`src/rtl/syncdiv_pkg.sv`:
```
package syncdiv_pkg;
  // number of binary divide stages (2, 4, 8)
  parameter int unsigned DIV_STAGES = 3;
  typedef logic [DIV_STAGES-1:0] stage_vec_t;
endpackage

```
`src/rtl/syncdiv_run_capture.sv`:
```
// Samples the run control on the falling clock edge so the chain is only
// started or stopped while the input clock is low.
module syncdiv_run_capture #(
  parameter bit CLEAR_VAL = 1'b0
) (
  input  logic clk,
  input  logic rst,
  input  logic run_in,
  output logic run_q
);
  always_ff @(negedge clk or posedge rst) begin
    if (rst) run_q <= CLEAR_VAL;
    else     run_q <= run_in;
  end
endmodule

```
`src/rtl/syncdiv_toggle_stage.sv`:
```
// One divide-by-two flop with a synchronous toggle request.
module syncdiv_toggle_stage (
  input  logic clk,
  input  logic rst,
  input  logic tog,
  output logic q
);
  always_ff @(posedge clk or posedge rst) begin
    if (rst)      q <= 1'b0;
    else if (tog) q <= ~q;
  end
endmodule

```
`src/rtl/syncdiv_chain.sv`:
```
// Synchronous binary chain: every stage sits on the same clock, and a stage
// toggles when the run state is set and all lower stages are 1.
module syncdiv_chain #(
  parameter int unsigned STAGES = 3
) (
  input  logic              clk,
  input  logic              rst,
  input  logic              run,
  output logic [STAGES-1:0] q
);
  logic [STAGES-1:0] tog;

  for (genvar i = 0; i < STAGES; i++) begin : g_stage
    if (i == 0) begin : g_first
      assign tog[i] = run;
    end else begin : g_upper
      assign tog[i] = tog[i-1] & q[i-1];
    end
    syncdiv_toggle_stage u_stage (
      .clk (clk),
      .rst (rst),
      .tog (tog[i]),
      .q   (q[i])
    );
  end
endmodule

```
`src/rtl/syncdiv_clkgen.sv`:
```
module syncdiv_clkgen
  import syncdiv_pkg::*;
(
  input  logic clk_in,
  input  logic run_en,
  input  logic phase_rst,
  output logic div2_o,
  output logic div4_o,
  output logic div8_o
);
  localparam int unsigned STAGES = DIV_STAGES;

  logic       en_q;
  stage_vec_t stages;

  syncdiv_run_capture #(.CLEAR_VAL(1'b0)) u_run (
    .clk    (clk_in),
    .rst    (phase_rst),
    .run_in (run_en),
    .run_q  (en_q)
  );

  syncdiv_chain #(.STAGES(STAGES)) u_chain (
    .clk (clk_in),
    .rst (phase_rst),
    .run (en_q),
    .q   (stages)
  );

  assign div2_o = stages[0];
  assign div4_o = stages[1];
  assign div8_o = stages[2];
endmodule

```
`config.mk`:
```
export PLATFORM = sky130hd
export DESIGN_NAME = syncdiv_clkgen
export DESIGN_NICKNAME = d
export VERILOG_FILES = /design/src/rtl/syncdiv_pkg.sv /design/src/rtl/syncdiv_run_capture.sv /design/src/rtl/syncdiv_toggle_stage.sv /design/src/rtl/syncdiv_chain.sv /design/src/rtl/syncdiv_clkgen.sv
export SDC_FILE = /design/constraint.sdc
export NUM_CORES = 1
export LEC_CHECK = 0
export ABC_AREA = 1
export ABC_CLOCK_PERIOD_IN_PS = 1050
export CAP_MARGIN = 20
export CELL_PAD_IN_SITES_DETAIL_PLACEMENT = 1
export CELL_PAD_IN_SITES_GLOBAL_PLACEMENT = 2
export CORE_AREA = 2 2 39 41
export DETAILED_ROUTE_END_ITERATION = 8
export DIE_AREA = 0 0 41 43
export MAX_ROUTING_LAYER = met4
export PLACE_DENSITY_LB_ADDON = 0.12
export RECOVER_POWER = 100
export SLEW_MARGIN = 5
export SYNTH_ARGS = -nofsm -noshare
export SYNTH_HDL_FRONTEND = slang
export SYNTH_SLANG_ARGS = --single-unit
```
`constraint.sdc`:
```
create_clock -name clk_in -period 1.05 [get_ports clk_in]
set_input_delay 0.21 -clock clk_in [delete_from_list [all_inputs] [get_ports clk_in]]
set_output_delay 0.21 -clock clk_in [all_outputs]
set_load 0.01 [all_outputs]
```
==> results.sh <==
export IMPL_antenna_found_initial=0
export IMPL_grt_ovfl_total=0
export IMPL_dr_pass1_iters=1
export IMPL_placed_cell_area_sq_um=260
export IMPL_cts_hold_buf=0
export IMPL_area_growth_syn_to_layout_pct=73.0
export IMPL_met1_length_um=151
export IMPL_syn_inst=15
export IMPL_slowest_stage="dfrtn_1"
export IMPL_ios=6
export IMPL_endpoint="u_chain.g_stage[1].u_stage.q$_DFFE_PP0P_"
export IMPL_path_class="register to register"
export IMPL_portBuffers=5
export IMPL_hold_viol_final=0
export IMPL_pre_cts_ws_ns=-0.300
export IMPL_clock_skew_final_ns=0.0144
export IMPL_fill_cells=172
export IMPL_drive_gt1_share_pct=24.1
export IMPL_worst_ep_arrival_time_ns=1.47
export IMPL_multi_input_area_sq_um=41.3
export IMPL_drt_iter0_drc=0
export IMPL_p_leak_uw=0.000130
export IMPL_dieHeight_um=43
export IMPL_clock_root_buffer="clkbuf_4"
export IMPL_yosys_warnings=0
export IMPL_nNetsFinal=33
export IMPL_cts_path_max_buffers=2
export IMPL_diodes=0
export IMPL_vias=143
export IMPL_grt_pass1_wl_um=648
export IMPL_grt_max_degree=5
export IMPL_worstPathMaxFanout=4
export IMPL_rows=14
export IMPL_finalSetupViolations=3
export IMPL_relSlewSlack_pct=87.0
export IMPL_cts_buffers=3
export IMPL_ys_seq_area_share_pct=65.6
export IMPL_fin_ws_ns=-0.300
export IMPL_synth_seq_cells=4
export IMPL_tritoncts="built"
export IMPL_place_hpwl_um=301
export IMPL_h_tree_depth=1
export IMPL_grt_use_total_pct=6.09
export IMPL_syn_area_per_cell_sq_um=10.2
export IMPL_synth_area_sq_um=153
export IMPL_worstReg2RegEnd="u_chain.g_stage[1].u_stage.q$_DFFE_PP0P_"
export IMPL_cpPeakStageDelay_ns=0.45
export IMPL_die_w_um=41
export IMPL_irDropWorstVdd_mv=0.749
export IMPL_clk_insertion_delay_late_ns=0.24
export IMPL_grt_pass1_vias=174
export IMPL_startpoint="u_run.run_q$_DFF_NP0_"
export IMPL_reg2reg_depth=2
export IMPL_cap_violations=0
export IMPL_startpoint_type="register"
export IMPL_rsz0062_at_grt="true"
export IMPL_vias_per_cell=3.18
export IMPL_gp_congestion=0.684
export IMPL_wl_met3_um=27
export IMPL_crit_required_ns=1.17
export IMPL_detail_route_antenna_nets=0
export IMPL_synth_nets=18
export IMPL_core_area_sq_mm=0.00138
export IMPL_highest_layer="met3"
export IMPL_violations="setup timing"
export IMPL_clkTransAtPathRegs_ns=0.04
export IMPL_tightest_slew_ns=0.195
export IMPL_post_drt_wl_per_cell_um=8.42
export IMPL_min_path_type="primary input to async pin"
export IMPL_initial_core_util_pct=11.0
export IMPL_power_density_mw_per_mm2=2840
export IMPL_ff_latch_area_sq_um=100
export IMPL_route_met2_wl_um=200
export IMPL_ff2ff_setup_slack_ns=-0.30
export IMPL_drc=0
export IMPL_r2r_start="u_run.run_q$_DFF_NP0_"
export IMPL_clkSinkCount=4
export IMPL_yosysUniqueCellTypes=8
export IMPL_crit_chain="nand3_1, and2_1"
export IMPL_finish_instance_area_sq_um=264
export IMPL_outcome="finished, violations left"
export IMPL_end_kind="register"
export IMPL_drt_wl_total_um=379
export IMPL_slew_violations=0
export IMPL_dieArea_sq_mm=0.00176
cells in the mapped netlist:
cell	n	area [sq um]
nand2_1	4	15.0
dfrtp_1	3	75.1
inv_1	3	11.3
and2_1	1	6.26
dfrtn_1	1	25.0
nand3_1	1	5.00
nand4_1	1	6.26
xor2_1	1	8.76
registers in the layout, summed over array words and instances, names as in the netlist:
register	cells
u_chain.g_stage.u_stage.q	3
u_run.run_q	1
through the flow:
| stage | utilization [%] | TNS (ns) | hold WS [ns] | instances | power, uW |
|---|---|---|---|---|---|
| final | 19.1 | -0.856 | 0.421 | 45 | 749 |
| after global routing | 19.1 | -1.00 | 0.436 | 45 | 811 |
| after CTS | 20.1 | -0.901 | 0.264 | 45 | 803 |
| after detailed placement | 18.8 | -1.15 | 0.513 | 41 | 620 |
| after global placement | 18.8 | -1.12 | 0.494 | 41 | 620 |
| after floorplan | - | -0.584 | -0.0239 | 15 | 381 |
layer usage:
| layer | up-vias | track usage (%) |
|---|---|---|
| li1 | 72 | - |
| met1 | 66 | 6.49 |
| met2 | 5 | 7.50 |
| met3 | 0 | 1.57 |
| met4 | 0 | 8.00 |
| met5 | - | - |
cells in the final DEF (no fill, tap or decap):
master / n
buf_4: 4
nand4_1: 1
xor2_1: 1
dfrtp_1: 3
inv_1: 3
nand3_1: 1
clkbuf_1: 5
dlygate4sd3_1: 1
dfrtn_1: 1
nand2_1: 4
clkdlybuf4s25_1: 1
clkbuf_4: 3
and2_1: 1
timing repair:
| action | CTS | global route |
|---|---|---|
| gates resized for setup | 11 | 2 |
| endpoints found under the setup margin | 6 | 5 |
| pin swaps | 1 | 0 |
| buffers inserted | 0 | 0 |
layout make-up:
cell class	instances	share of cell area [%]
clock buffers	4	9.95
multi-input cells	8	15.6
well taps	16	7.58
inverters	3	4.27
repair buffers	10	24.6
flip-flops and latches	4	37.9
critical path, delay by kind of cell, from the launching register on:
family / cells / cell delay [ns]
and+or+nand+nor: 2 / 0.25
DFF: 1 / 0.45
cell families (layout without fill, tap and decap cells):
group,after synthesis,in the layout,share of synthesized area [%]
AND/OR/NAND/NOR,7,7,21.3
flip-flops,4,4,65.6
XOR/XNOR,1,1,5.74
buffers and inverters,3,17,7.38
worst min path at each step:
stage	startpoint	endpoint
after CTS	phase_rst	u_chain.g_stage[0].u_stage.q$_DFFE_PP0P_
final	phase_rst	u_chain.g_stage[0].u_stage.q$_DFFE_PP0P_
after detailed placement	phase_rst	u_chain.g_stage[0].u_stage.q$_DFFE_PP0P_
after global placement	phase_rst	u_chain.g_stage[2].u_stage.q$_DFFE_PP0P_
after floorplan	phase_rst	u_chain.g_stage[0].u_stage.q$_DFFE_PP0P_
after global routing	phase_rst	u_chain.g_stage[0].u_stage.q$_DFFE_PP0P_
report_power, final:
| part | internal [uW] | switching (uW) | leakage [uW] |
|---|---|---|---|
| clock network | 143 | 68.5 | 0.0000150 |
| logic | 145 | 146 | 0.0000684 |
| registers | 216 | 30.1 | 0.0000467 |
(Power assumes the default switching activity.)
